===== src/rtl/sclk_deser_pkg.sv =====
package sclk_deser_pkg;
  typedef enum logic {
    ORDER_LSB_FIRST = 1'b0,
    ORDER_MSB_FIRST = 1'b1
  } bit_order_e;
endpackage


===== src/rtl/sclk_deser_sync.sv =====
// Multi-stage synchronizer, applied bitwise to a small bundle.
module sclk_deser_sync #(
  parameter int W      = 2,
  parameter int STAGES = 2
) (
  input  logic         clk,
  input  logic         rst,
  input  logic [W-1:0] d_i,
  output logic [W-1:0] q_o
);
  logic [W-1:0] chain_q [STAGES];

  always_ff @(posedge clk) begin
    if (rst) chain_q[0] <= '0;
    else     chain_q[0] <= d_i;
  end

  for (genvar s = 1; s < STAGES; s++) begin : g_stage
    always_ff @(posedge clk) begin
      if (rst) chain_q[s] <= '0;
      else     chain_q[s] <= chain_q[s-1];
    end
  end

  assign q_o = chain_q[STAGES-1];
endmodule


===== src/rtl/sclk_deser_edge.sv =====
// Rising-edge detector on a synchronized level.
module sclk_deser_edge (
  input  logic clk,
  input  logic rst,
  input  logic level_i,
  output logic rise_o
);
  logic prev_q;

  always_ff @(posedge clk) begin
    if (rst) prev_q <= 1'b0;
    else     prev_q <= level_i;
  end

  assign rise_o = level_i & ~prev_q;
endmodule


===== src/rtl/sclk_deser_asm.sv =====
// Bit counter with slot decode; assembles one word and flags completion.
module sclk_deser_asm
  import sclk_deser_pkg::*;
#(
  parameter int         WIDTH = 8,
  parameter bit_order_e ORDER = ORDER_LSB_FIRST
) (
  input  logic             clk,
  input  logic             rst,
  input  logic             rise_i,
  input  logic             bit_i,
  output logic             done_o,
  output logic [WIDTH-1:0] word_o
);
  localparam int CW = (WIDTH > 1) ? $clog2(WIDTH) : 1;
  localparam logic [CW-1:0] LAST = CW'(WIDTH - 1);

  logic [CW-1:0]    cnt_q;
  logic [CW-1:0]    slot;
  logic [WIDTH-1:0] hold_q;
  logic [WIDTH-1:0] hold_n;
  logic [WIDTH-1:0] sel;

  if (ORDER == ORDER_MSB_FIRST) begin : g_msb
    assign slot = LAST - cnt_q;
  end else begin : g_lsb
    assign slot = cnt_q;
  end

  for (genvar i = 0; i < WIDTH; i++) begin : g_slot
    assign sel[i]    = (slot == CW'(i));
    assign hold_n[i] = sel[i] ? bit_i : hold_q[i];
  end

  always_ff @(posedge clk) begin
    if (rst) begin
      cnt_q  <= '0;
      hold_q <= '0;
      done_o <= 1'b0;
      word_o <= '0;
    end else begin
      done_o <= 1'b0;
      if (rise_i) begin
        hold_q <= hold_n;
        if (cnt_q == LAST) begin
          cnt_q  <= '0;
          done_o <= 1'b1;
          word_o <= hold_n;
        end else begin
          cnt_q <= cnt_q + 1'b1;
        end
      end
    end
  end
endmodule


===== src/rtl/sclk_deser_out.sv =====
// Single-entry output stage; a word arriving while full and stalled is dropped.
module sclk_deser_out #(
  parameter int WIDTH = 8
) (
  input  logic             clk,
  input  logic             rst,
  input  logic             done_i,
  input  logic [WIDTH-1:0] word_i,
  output logic             m_valid_o,
  input  logic             m_ready_i,
  output logic [WIDTH-1:0] m_data_o
);
  logic can_load;
  assign can_load = ~m_valid_o | m_ready_i;

  always_ff @(posedge clk) begin
    if (rst) begin
      m_valid_o <= 1'b0;
      m_data_o  <= '0;
    end else if (can_load) begin
      m_valid_o <= done_i;
      if (done_i) m_data_o <= word_i;
    end
  end
endmodule


===== src/rtl/sclk_deser.sv =====
module sclk_deser
  import sclk_deser_pkg::*;
#(
  parameter int         WIDTH       = 8,
  parameter int         SYNC_STAGES = 2,
  parameter bit_order_e ORDER       = ORDER_LSB_FIRST
) (
  input  logic             clk,
  input  logic             rst,
  input  logic             ser_clk_i,
  input  logic             ser_dat_i,
  output logic             m_valid_o,
  input  logic             m_ready_i,
  output logic [WIDTH-1:0] m_data_o
);
  logic [1:0]       sync_q;
  logic             ser_rise;
  logic             asm_done;
  logic [WIDTH-1:0] asm_word;

  sclk_deser_sync #(.W(2), .STAGES(SYNC_STAGES)) u_sync (
    .clk(clk), .rst(rst),
    .d_i({ser_clk_i, ser_dat_i}),
    .q_o(sync_q)
  );

  sclk_deser_edge u_edge (
    .clk(clk), .rst(rst),
    .level_i(sync_q[1]),
    .rise_o(ser_rise)
  );

  sclk_deser_asm #(.WIDTH(WIDTH), .ORDER(ORDER)) u_asm (
    .clk(clk), .rst(rst),
    .rise_i(ser_rise), .bit_i(sync_q[0]),
    .done_o(asm_done), .word_o(asm_word)
  );

  sclk_deser_out #(.WIDTH(WIDTH)) u_out (
    .clk(clk), .rst(rst),
    .done_i(asm_done), .word_i(asm_word),
    .m_valid_o(m_valid_o), .m_ready_i(m_ready_i),
    .m_data_o(m_data_o)
  );
endmodule


===== config.mk =====
export PLATFORM = sky130hd
export DESIGN_NAME = sclk_deser
export DESIGN_NICKNAME = d
export VERILOG_FILES = /design/src/rtl/sclk_deser_pkg.sv /design/src/rtl/sclk_deser_sync.sv /design/src/rtl/sclk_deser_edge.sv /design/src/rtl/sclk_deser_asm.sv /design/src/rtl/sclk_deser_out.sv /design/src/rtl/sclk_deser.sv
export SDC_FILE = /design/constraint.sdc
export NUM_CORES = 1
export LEC_CHECK = 0
export BUFFER_PORTS_ARGS = -buffer_cell sky130_fd_sc_hd__buf_2
export CORE_MARGIN = 3
export CORE_UTILIZATION = 34
export CTS_CLUSTER_DIAMETER = 80
export DETAILED_ROUTE_END_ITERATION = 10
export PLACE_DENSITY = 0.53
export SKIP_LAST_GASP = 1
export SLEW_MARGIN = 20
export SYNTH_ARGS = -nofsm -noshare
export SYNTH_HDL_FRONTEND = slang
export SYNTH_SLANG_ARGS = --single-unit

===== constraint.sdc =====
create_clock -name clk -period 3.7 [get_ports clk]
set_clock_uncertainty 0.05 [all_clocks]
set_input_delay 0.37 -clock clk [delete_from_list [all_inputs] [get_ports clk]]
set_output_delay 0.37 -clock clk [all_outputs]
set_load 0.1 [all_outputs]

=== After elaboration in Yosys (flattened, before gate mapping) ===
Memories as Yosys holds them, arrays and structs flattened.
Index checks and enable logic that the tools add are counted.

* Register bits: 30
* Latch bits: 0
* RAM bits: 4
* Memory bits (read-only): 0
* Input port bits: 5
* Output and inout port bits: 9
* Logic and storage cells: 42
* Memories kept: 1

{| class="wikitable"
|+ Memory list
! name !! depth !! width !! rd ports !! clocked after Yosys merged registers in !! wr ports !! RTL line !! RTL
|-
| u_sync.chain_q || 2 || 2 || 2 || 0 || 2 || sclk_deser_sync.sv:11 || <nowiki>logic [W-1:0] chain_q [STAGES];</nowiki>
|}

* Add/subtract/negate cells: 1
* Multipliers: 0
* Divide/modulo/power cells: 0
* $lt $le $gt $ge: 0
* Equal/unequal tests: 7
* Shift operators: 0
* Muxes and demuxes: 15
* Bitwise gates (word level): 7
* Reduce and logical (&&, ||, !) cells: 4

{| class="wikitable"
|+ Operators by type and width
! kind !! count
|-
| $eq 3x3->1 const B || 4
|-
| $mux 1 || 12
|-
| $eq 3x2->1 const B || 2
|-
| $mux 2 || 2
|-
| $reduce_and 2->1 || 2
|-
| $add 3x1->3 const B || 1
|-
| $eq 3x1->1 const B || 1
|-
| $logic_not 3->1 || 1
|-
| $mux 3 || 1
|-
| $not 1->1 || 3
|-
| $or 1x1->1 || 3
|-
| $reduce_or 2->1 || 1
|-
| $and 1x1->1 || 1
|}

=== Logic depth before layout (Yosys ltp) ===
Gate-level depths: netlist of run 1.

* Depth after elaboration: 4
* Gate-level depth with buffers: 7
* Gate-level depth less buffers: 5

=== Modules after synthesis ===
From an unflattened synthesis of run 1, not the netlist that was laid out.

* Cells, all modules: 157
* Area total of the unflattened synthesis: 1530.2 um^2

{| class="wikitable"
|+ Modules (own cells, without submodules)
! module !! times used !! cells each !! area an instance (um^2) !! seq. area each (um^2)
|-
| sclk_deser_asm || 1 || 107 || 970.9 || 400.4
|-
| sclk_deser_out || 1 || 39 || 406.6 || 180.2
|-
| sclk_deser_sync || 1 || 8 || 105.1 || 80.1
|-
| sclk_deser_edge || 1 || 3 || 47.5 || 20.0
|}

=== Least setup slack after synthesis of run 1 ===
Ideal clock, no wire load.

* Path kind: register to register
* Start point: register u_out.m_valid_o
* End point: register u_out.m_data_o[0]
* Setup time: 71 ps
* Arrival: 1581 ps
* Required time: 3579 ps
* Path slack: 1998 ps
* Cell stages (with the launch flop): 4
* Buffers on the path: 0
* Clock period less this slack: 1702 ps
* Cells stage by stage: dfxtp_1 > nor2b_1 > o21ai_0 > a21oi_1

* Longest elaborated chain between the ends: 3

{| class="wikitable"
|+ RTL lines
! item !! RTL line !! RTL
|-
| from (decl) || sclk_deser_out.sv:9 || <nowiki>output logic m_valid_o,</nowiki>
|-
| from (signal assigned) || sclk_deser_out.sv:21 || <nowiki>m_valid_o <= done_i;</nowiki>
|-
| $not 1->1 || sclk_deser_out.sv:14 || <nowiki>assign can_load = ~m_valid_o | m_ready_i;</nowiki>
|-
| $or 1x1->1 || sclk_deser_out.sv:14 ||
|-
| $reduce_and 2->1 (no source line) || n/a ||
|-
| to (signal assigned) || sclk_deser_out.sv:22 || <nowiki>if (done_i) m_data_o <= word_i;</nowiki>
|-
| to (decl) || sclk_deser_out.sv:11 || <nowiki>output logic [WIDTH-1:0] m_data_o</nowiki>
|}

Every way passes these cells.
A chain may end at the register's enable or synchronous reset.

=== Worst setup path after layout of run 1 ===
* Start point: register u_asm.cnt_q[2]
* End point: register u_asm.word_o[5]

* Longest elaborated chain between the ends: 2
* Elaborated cells between the ends (all ways): 4
* Classes of those cells: 2 x eq/ne; 1 x mux; 1 x reduce/logical

{| class="wikitable"
|+ RTL lines
! item !! RTL line !! RTL
|-
| from (decl) || sclk_deser_asm.sv:18 || <nowiki>logic [CW-1:0] cnt_q;</nowiki>
|-
| from (signal assigned) || sclk_deser_asm.sv:50 || <nowiki>cnt_q <= cnt_q + 1'b1;</nowiki>
|-
| $eq 3x3->1 || n/a ||
|-
| via u_asm.sel[7] || sclk_deser_asm.sv:22 || <nowiki>logic [WIDTH-1:0] sel;</nowiki>
|-
| $reduce_and 2->1 (no source line) || n/a ||
|-
| to (signal assigned) || sclk_deser_asm.sv:48 || <nowiki>word_o <= hold_n;</nowiki>
|-
| to (decl) || sclk_deser_asm.sv:13 || <nowiki>output logic [WIDTH-1:0] word_o</nowiki>
|}

The timed path passes the listed nets, and every way through them passes these cells.

==> summary.md, run 1 <==
| Metric | Value |
|---|---|
| CTS tree | `built` |
| Largest net degree at the start of global routing | `34` |
| Finished Cell Area | `1560 µm²` |
| Most common cell in the synthesized netlist | `dfxtp_1` |
| Worst hold-check slack | `248.2 ps` |
| R2R Setup Slk | `about 1900 ps` |
| Worst Tran Pin Value | `approximately 550 ps` |
| Rel. slew slack | `0.6307` |
| # DRC | `0` |
| First-pass DRT Iterations | `4` |
| Site Rows | `22` |
| CP Max Fanout | `18` |
| Area contributors post-synth | `dfxtp_1 (46%), mux2i_1 (8.4%), ha_1 (5.3%)` |
| Multi-input logic area | `a little under 700 µm²` |
| DR vias | `1037` |
| Full die area | `roughly 5000 µm²` |
| Final Max Tran Viols | `0` |
| H-tree levels | `2` |
| Async S/R FF share, synth | `0` |
| Layout cells sized above 1 | `0.1615` |
| Post-synth top area cell | `dfxtp_1` |
| First-pass GRT wire length | `slightly above 4000 µm` |
| Mapped Area | `between 1000 and 1500 µm²` |
| Congestion Overflow GR | `0` |
| Final Hold Fails | `0` |
| CP endpoint kind | `register` |
| Avg Cell Area, Syn | `around 9.4 µm²` |
| Area Overhead vs Synth | `9.482%` |
| Critical Path RT | `about 3800 ps` |
| Number of global-route vias before repair | `about 900` |
| WL per Instance | `11.96 µm` |
| RSZ-0062 raised after global routing | `false` |
| Initial antenna violation count | `0` |
| Layout Nets | `approximately 170` |
| Pwr/cell area | `approximately 420 nW/µm²` |
| Overall global routing resource usage | `0.1051` |
| Post-CTS Hold Buffers | `0` |
| CTS resizes | `0` |
| Ant diodes | `0` |
| Final setup fails | `0` |
| Synth Instances | `between 150 and 200` |
| Maximum vdd drop | `between 0.0001 and 0.00015 V` |
| Post-CTS Setup Repair Bufs | `0` |
| Fin Setup TNS | `0 ps` |
| Worst-Skew Late Latency | `290 ps` |
| GP Congestion | `slightly above 0.7` |
| Final worst slack | `1864 ps` |
| IO Port Bufs | `13` |
| Final Cycle Share | `0.4963` |
| Final Critical Period | `1836 ps` |
| Hpwl dp | `between 1500 and 2000 µm` |
| Post-synthesis register bit count | `33` |
| TritonCTS buffer count | `5` |
| Crit path launch type | `register` |
| Synth cell types | `22` |
| Status | `completed` |
| Die X | `between 70 and 80 µm` |
| Reg area | `~660 µm²` |
| Antenna viol nets, final | `0` |
| Core area | `about 3900 µm²` |
| Number of flops mapped to enable cells by yosys | `0` |
| Clk buf depth | `2` |
| Drt total wl | `roughly 2500 µm` |
| Post-synth net total | `roughly 160` |
| First DRT Iteration DRCs | `between 40 and 50` |
| Sequential fraction of the synthesis area | `0.4636` |
| Crit Path Class | `reg -> reg` |
| Vias/cell | `4.962` |
| Setup slack at placement | `around 1900 ps` |
| Max Fclk | `between 500 and 600 MHz` |
| Fill count | `around 400` |
| Ports | `14` |
| Worst EP arrival | `slightly below 2000 ps` |
| Die H | `between 70 and 80 µm` |
| Top_reg_cell synth | `dfxtp_1` |
| Top-area cell type share of the netlist area | `0.4636` |
| Sink Count | `33` |
| DP Area | `about 1500 µm²` |
| CTS clock-pin slew for the worst setup and hold paths | `~70 ps` |
| Top post-synthesis cells by count | `dfxtp_1 (33), nor2_1 (18), mux2i_1 (12), nand3_1 (12), a21oi_1 (11)` |
| HP Class | `in -> reg` |
| Initial Util | `0.3698` |
| Root buffer cell | `clkbuf_8` |
| Leakage | `~0.00058 µW` |
| Synth warn | `0` |
| Max Cap Violations | `0` |
## per-stage QoR
stage | power (µW) | utilization | cells
after global placement | 395.7 | 0.3825 | 201
after global routing | 678.3 | 0.4049 | 209
final | 649.9 | 0.4049 | 209
after detailed placement | 396.4 | 0.3825 | 201
after CTS | 662.7 | 0.4049 | 209
after floorplan | 392.2 | - | 152
## layer usage
| metal | global-route usage | share of wire | vias to the layer above |
|---|---|---|---|
| li1 | - | - | 538 |
| met1 | 0.1259 | 0.50 | 475 |
| met2 | 0.1627 | 0.43 | 16 |
| met3 | 0.03977 | 0.046 | 8 |
| met4 | 0.05637 | 0.024 | 0 |
| met5 | 0 | 0 | - |
## report_power, final
group	leakage [µW]	total, µW	internal, µW	switching (µW)
Clock	0.0000439	262	130	132
Sequential	0.000267	366	359	6.92
Combinational	0.000267	22.3	10.0	12.3
Total	0.000577	650	499	151
## layout by cell type (no fill, tap or decap), drive strengths merged
cell and instances:
nor2b 9, clkinvlp 1, and3b 1, a311oi 3
a21bo 1, clkinv 2, dfxtp 33, nor2 18
and4bb 3, a21oi 11, nand2b 1, nand2 8
ha 6, mux2i 12, clkbuf 5, and2b 1
o21ai 8, inv 4, nand4b 3, a211oi 5
nand3b 1, nand3 12, buf 13
## sequential cells by signal, indices dropped and copies added (netlist names)
register         count
u_asm.done_o         1
u_out.m_valid_o      1
u_sync.chain_q       4
u_asm.cnt_q          3
u_asm.word_o         8
u_out.m_data_o       8
u_asm.hold_q         7
u_edge.prev_q        1
## cell families after synthesis
group | share of synthesized area
AOI/OAI and AO/OA | 0.1185
adders and majority gates | 0.05268
buffers and inverters | 0.06409
DFF | 0.4636
muxes | 0.08429
and+or+nand+nor | 0.2169
## critical path, stage by stage, from the launching register on
cell	delay [ps]
dfxtp_1	630
ha_1	270
and3b_1	450
nor2_1	90
a311oi_1	250
## final cells by class
| class | count | area share |
|---|---|---|
| Multi-Input combinational cell | 103 | 0.4314 |
| Sequential cell | 33 | 0.4234 |
| Clock buffer | 5 | 0.04411 |
| Timing Repair Buffer | 13 | 0.04170 |
| Tap cell | 48 | 0.03849 |
| Clock inverter | 3 | 0.01123 |
| Inverter | 4 | 0.009623 |
## path summary, 6_finish.rpt
path	from	end	depth (start not counted)
setup / recovery	u_asm.cnt_q[2]	u_asm.word_o[5]	4
hold / removal	ser_clk_i	u_sync.chain_q[0][1]	2
setup reg to reg	u_asm.cnt_q[2]	u_asm.word_o[5]	4
hold reg to reg	u_sync.chain_q[0][1]	u_sync.chain_q[1][1]	1
(Power assumes the default switching activity.)
==> run 2: changes to the inputs <==
--- a/config.mk
+++ b/config.mk
@@ -10,7 +10,7 @@
 export CORE_UTILIZATION = 34
 export CTS_CLUSTER_DIAMETER = 80
 export DETAILED_ROUTE_END_ITERATION = 10
-export PLACE_DENSITY = 0.53
+export PLACE_DENSITY = 0.55
 export SKIP_LAST_GASP = 1
 export SLEW_MARGIN = 20
 export SYNTH_ARGS = -nofsm -noshare
==> constraint.sdc (replaced) <==
create_clock -name clk -period 1.68 [get_ports clk]
set_clock_uncertainty 0.05 [all_clocks]
set_input_delay 0.168 -clock clk [delete_from_list [all_inputs] [get_ports clk]]
set_output_delay 0.168 -clock clk [all_outputs]
set_load 0.1 [all_outputs]
==> summary.md, run 2 (same netlist as run 1, synthesis figures left out) <==
| Metric | Value |
|---|---|
| Cell chain of the critical path | `ha_1, ha_1, and3b_2, buf_4, a311oi_1` |
| Final Critical Period | `~1500 ps` |
| Root buffer cell | `clkbuf_8` |
| Reg area | `about 660 µm²` |
| Crit Path Class | `reg -> reg` |
| Full die area | `about 5000 µm²` |
| Crit-path max cell delay | `350 ps` |
| Worst Tran Pin Value | `561.3 ps` |
| Worst-Skew Late Latency | `280 ps` |
| Initial antenna violation count | `0` |
| Fin Setup TNS | `0 ps` |
| Final Cycle Share | `0.9225` |
| Most frequent cells in the layout | `dfxtp_1 (32), nor2_1 (18), buf_2 (13), nand3_1 (12), mux2i_1 (12)` |
| Commonest non-fill, non-tap cell in the layout | `dfxtp_1` |
| TritonCTS buffer count | `5` |
| RSZ-0062 raised after global routing | `false` |
| IO Port Bufs | `13` |
| Worst path slowest cell | `dfxtp_1` |
| Area Overhead vs Synth | `12.64%` |
| Number of global-route vias before repair | `between 900 and 1000` |
| H-tree levels | `2` |
| Worst path top cell family by delay | `adder cells` |
| Die H | `around 71 µm` |
| CP endpoint kind | `register` |
| Finished Cell Area | `1605 µm²` |
| Layout Nets | `177` |
| Most used cell, CP | `ha_1` |
| Reg-to-Reg Start | `u_asm.cnt_q[0]` |
| Fill count | `about 380` |
| Clk buf depth | `2` |
| Site Rows | `22` |
| Rel. slew slack | `0.6258` |
| Ports | `14` |
| HP Class | `in -> reg` |
| CP Max Fanout | `6` |
| Post-CTS Hold Buffers | `0` |
| Hold depth | `2` |
| Core area | `slightly below 4000 µm²` |
| Crit path launch type | `register` |
| GP Congestion | `0.6971` |
| WL per Instance | `12.26 µm` |
| Max Cap Violations | `0` |
| Drt total wl | `about 2600 µm` |
| Layout cells sized above 1 | `0.1916` |
| Biggest regs | `u_asm.word_o x8, u_out.m_data_o x8, u_asm.hold_q x7` |
| Status | `completed` |
| Vias/cell | `approximately 4.8` |
| Pwr/cell area | `a little under 900 nW/µm²` |
| Post-CTS Setup Repair Bufs | `0` |
| DR vias | `1030` |
| R2R depth | `5` |
| Largest net degree at the start of global routing | `34` |
| Hold EP | `u_sync.chain_q[0][0]` |
| Worst EP arrival | `about 1700 ps` |
| Maximum vdd drop | `around 0.00052 V` |
| CTS tree | `built` |
| Final Hold Fails | `0` |
| CTS clock-pin slew for the worst setup and hold paths | `about 70 ps` |
| # DRC | `0` |
| Final setup fails | `0` |
| Leakage | `a little over 0.0006 µW` |
| Ant diodes | `0` |
| Max Fclk | `between 600 and 700 MHz` |
| Post-layout util | `0.4166` |
| Final Non-Filler Cells | `about 220` |
| Overall global routing resource usage | `0.1118` |
| Worst path buffer plus inverter count | `1` |
| DP Area | `roughly 1500 µm²` |
| Critical path depth | `5` |
| Multi-input logic area | `683.2 µm²` |
| Critical Path RT | `about 1800 ps` |
| R2R Setup Slk | `approximately 130 ps` |
| Placed Cells | `206` |
| Total power | `between 1000 and 1500 µW` |
| Min-delay src | `ser_dat_i` |
| First-pass GRT wire length | `between 4000 and 5000 µm` |
| Hpwl dp | `1792 µm` |
| First DRT Iteration DRCs | `41` |
| Congestion Overflow GR | `0` |
| First-pass DRT Iterations | `4` |
| Worst r2r dst | `u_asm.word_o[5]` |
| Die X | `about 71 µm` |
| Antenna viol nets, final | `0` |
| Final Max Tran Viols | `0` |
| Initial Util | `0.3698` |
| Sink Count | `33` |
## run 2: cell types whose count changed in the layout (fill, tap and decap cells not counted), sizes merged
cell,change
and3b,+1
buf,+5
clkbuf,+1
clkinvlp,-1
## run 2: repair_timing
action | CTS | global route
setup endpoints to repair | 0 | 8
hold endpoints to repair | 0 | 0
gates resized for setup | 0 | 1
## run 2: how the worst max path moves through the flow
stage | from | to | slack, ps
floorplan | u_asm.cnt_q[0] | u_asm.word_o[4] | 210
global placement | u_asm.cnt_q[0] | u_asm.word_o[5] | 130
detailed placement | u_asm.cnt_q[0] | u_asm.word_o[5] | 50
CTS | u_asm.cnt_q[0] | u_asm.word_o[5] | 30
global route | u_asm.cnt_q[0] | u_asm.word_o[4] | 8
finish | u_asm.cnt_q[0] | u_asm.word_o[5] | 130
## run 2: metal layers
layer,wire (µm),vias to the layer above,global-route usage
li1,-,550,-
met1,1387,459,0.1459
met2,1113,17,0.1637
met3,107,4,0.05114
met4,27,0,0.03758
met5,0,-,0
## run 2: stage by stage
stage,setup slack [ps],hold WS (ps)
2_1_floorplan,210.2,246.2
3_3_place_gp,126.9,328.4
3_5_place_dp,46.23,337.1
4_1_cts,29.13,37.71
5_1_grt,7.854,59.20
6_report,130.2,41.37
## run 2: layout make-up
| type | instances | area share |
|---|---|---|
| clock buffer | 6 | 0.04521 |
| timing repair buffer | 18 | 0.06391 |
| tap | 48 | 0.03741 |
| clock inverter | 2 | 0.006235 |
| sequential | 33 | 0.4123 |
| inverter | 4 | 0.009353 |
| multi-input combinational | 104 | 0.4256 |
## run 2: power breakdown
part           total (µW)  internal, µW  switching (µW)
sequential            800           790            9.11
clock                 572           287             285
combinational        60.4          25.8            34.6
total                1430          1100             329
## run 2: worst reg2reg max path, delay by kind of cell, from the launching register on
kind,cells,cell delay (ps)
compound gates,1,190
fa+ha+maj,2,450
buf+inv,1,160
flops,1,350
simple gates,1,260
==> run 3: changes to the inputs <==
--- a/config.mk
+++ b/config.mk
@@ -10,7 +10,7 @@
 export CORE_UTILIZATION = 34
 export CTS_CLUSTER_DIAMETER = 80
 export DETAILED_ROUTE_END_ITERATION = 10
-export PLACE_DENSITY = 0.55
+export PLACE_DENSITY_LB_ADDON = 0.25
 export SKIP_LAST_GASP = 1
 export SLEW_MARGIN = 20
 export SYNTH_ARGS = -nofsm -noshare
==> constraint.sdc (replaced) <==
create_clock -name clk -period 1.7 [get_ports clk]
set_clock_uncertainty 0.05 [all_clocks]
set_input_delay 0.17 -clock clk [delete_from_list [all_inputs] [get_ports clk]]
set_output_delay 0.17 -clock clk [all_outputs]
set_load 0.1 [all_outputs]
==> summary.md, run 3 (same netlist as run 1, synthesis figures left out) <==
| Metric | Value |
|---|---|
| Status | `completed` |
| Site Rows | `22` |
| Die H | `70.74 µm` |
| RSZ-0062 raised after global routing | `false` |
| Worst path slowest cell | `dfxtp_1` |
| First-pass DRT Iterations | `4` |
| GR peak layer | `met2` |
| Drt total wl | `2688 µm` |
| HP Class | `in -> reg` |
| DR vias | `~1100` |
| Antenna viol nets, final | `0` |
| CTS clock-pin slew for the worst setup and hold paths | `~70 ps` |
| CP endpoint kind | `register` |
| Initial antenna violation count | `0` |
| H-tree levels | `2` |
| Worst hold-check slack | `about 54 ps` |
| Most frequent cells in the layout | `dfxtp_1 (32), nor2_1 (18), buf_2 (13), nand3_1 (12), mux2i_1 (12)` |
| Commonest non-fill, non-tap cell in the layout | `dfxtp_1` |
| Worst Tran Pin Value | `572.1 ps` |
| First DRT Iteration DRCs | `61` |
| Worst EP arrival | `between 1500 and 2000 ps` |
| Max Fclk | `just over 600 MHz` |
| WL per Instance | `approximately 13 µm` |
| Layout Nets | `approximately 180` |
| Pwr/cell area | `between 900 and 1000 nW/µm²` |
| Ports | `14` |
| Biggest regs | `u_asm.word_o x8, u_out.m_data_o x8, u_asm.hold_q x7` |
| CP Max Fanout | `6` |
| Rel. slew slack | `0.6186` |
| # DRC | `0` |
| Crit Path Class | `reg -> reg` |
| Met3 GRT Util | `0.03977` |
| CTS tree | `built` |
| Final Hold Fails | `0` |
| GP Congestion | `roughly 0.73` |
| Final Cycle Share | `0.9467` |
| Routing usage on met1 | `0.1409` |
| Root buffer cell | `clkbuf_8` |
| DP Area | `approximately 1500 µm²` |
| IO Port Bufs | `13` |
| Critical Path RT | `about 1800 ps` |
| Fin Setup TNS | `0 ps` |
| Area Overhead vs Synth | `14.49%` |
| Post-CTS Hold Buffers | `0` |
| Die X | `70.74 µm` |
| Full die area | `5004 µm²` |
| Finished Cell Area | `1632 µm²` |
| Vias/cell | `between 4 and 5` |
| Worst-Skew Late Latency | `between 200 and 300 ps` |
| Overall global routing resource usage | `0.1143` |
| Worst path buffer plus inverter count | `1` |
| Cell chain of the critical path | `ha_1, ha_1, and3b_2, buf_4, a211oi_1` |
| Hpwl dp | `~1900 µm` |
| Worst path top cell family by delay | `adder cells` |
| Maximum vdd drop | `roughly 0.00080 V` |
| TritonCTS buffer count | `5` |
| Grt met2 use | `0.1771` |
| Clk buf depth | `2` |
| Final Critical Period | `roughly 1600 ps` |
| Leakage | `0.0006198 µW` |
| First-pass GRT wire length | `roughly 4500 µm` |
| Congestion Overflow GR | `0` |
| Core area | `about 3900 µm²` |
| Sink Count | `33` |
| Largest net degree at the start of global routing | `34` |
| Total power | `1598 µW` |
| Ant diodes | `0` |
| Most used cell, CP | `ha_1` |
| Number of global-route vias before repair | `roughly 1000` |
| Layout cells sized above 1 | `0.1867` |
| Initial Util | `0.3698` |
| Crit path launch type | `register` |
| Final setup fails | `0` |
| Max Cap Violations | `0` |
| Final Max Tran Viols | `0` |
| Crit-path max cell delay | `350 ps` |
-- run 3: cell count changes in the layout (fill, tap and decap cells not counted) --
cell,delta
buf_4,-1
bufinv_16,+1
clkbuf_8,+1
clkinv_2,-2
-- run 3: worst register-to-register path, cell delays in order (launching register included) --
cell      delay [ps]
dfxtp_1          350
ha_1             230
ha_1             240
and3b_2          260
buf_4            160
a211oi_1         230
-- run 3: final timing paths --
kind | start | end | slack, ps | cells after the start
max | u_asm.cnt_q[0] | u_asm.word_o[0] | 90 | 5
min | ser_dat_i | u_sync.chain_q[0][0] | 50 | 2
max reg2reg | u_asm.cnt_q[0] | u_asm.word_o[0] | 90 | 5
min reg2reg | u_sync.chain_q[0][1] | u_sync.chain_q[1][1] | 390 | 1
-- run 3: cell type report --
| class | instances | area [µm²] |
|---|---|---|
| clock buffers | 7 | 86.33 |
| clock inverters | 1 | 30.03 |
| fillers | 368 | 2222 |
| inverters | 4 | 15.01 |
| multi-input cells | 104 | 683.2 |
| flip-flops and latches | 33 | 661.9 |
| well taps | 48 | 60.06 |
| repair buffers | 17 | 95.09 |
-- run 3: power breakdown --
part	internal (µW)	switching [µW]	total [µW]
clock network	477	270	747
logic	25.6	35.1	60.7
registers	781	8.59	790
total	1280	313	1600
-- run 3: layer usage --
metal / up-vias / wire length [µm]
li1: 551 / -
met1: 491 / 1268
met2: 19 / 1242
met3: 7 / 118
met4: 0 / 57
met5: - / 0
-- run 3: repair_timing --
item / CTS / global route
endpoints found under the hold margin: 0 / 0
buffers inserted: 0 / 0
endpoints found under the setup margin: 0 / 7
resized for setup: 0 / 1
-- run 3: through the flow --
stage	utilization	std cells	setup slack (ps)
6_report	0.4234	214	90.59
5_1_grt	0.4234	214	14.82
4_1_cts	0.4208	213	9.188
3_5_place_dp	0.3906	205	23.41
3_3_place_gp	0.3906	205	127.9
2_1_floorplan	-	152	230.2
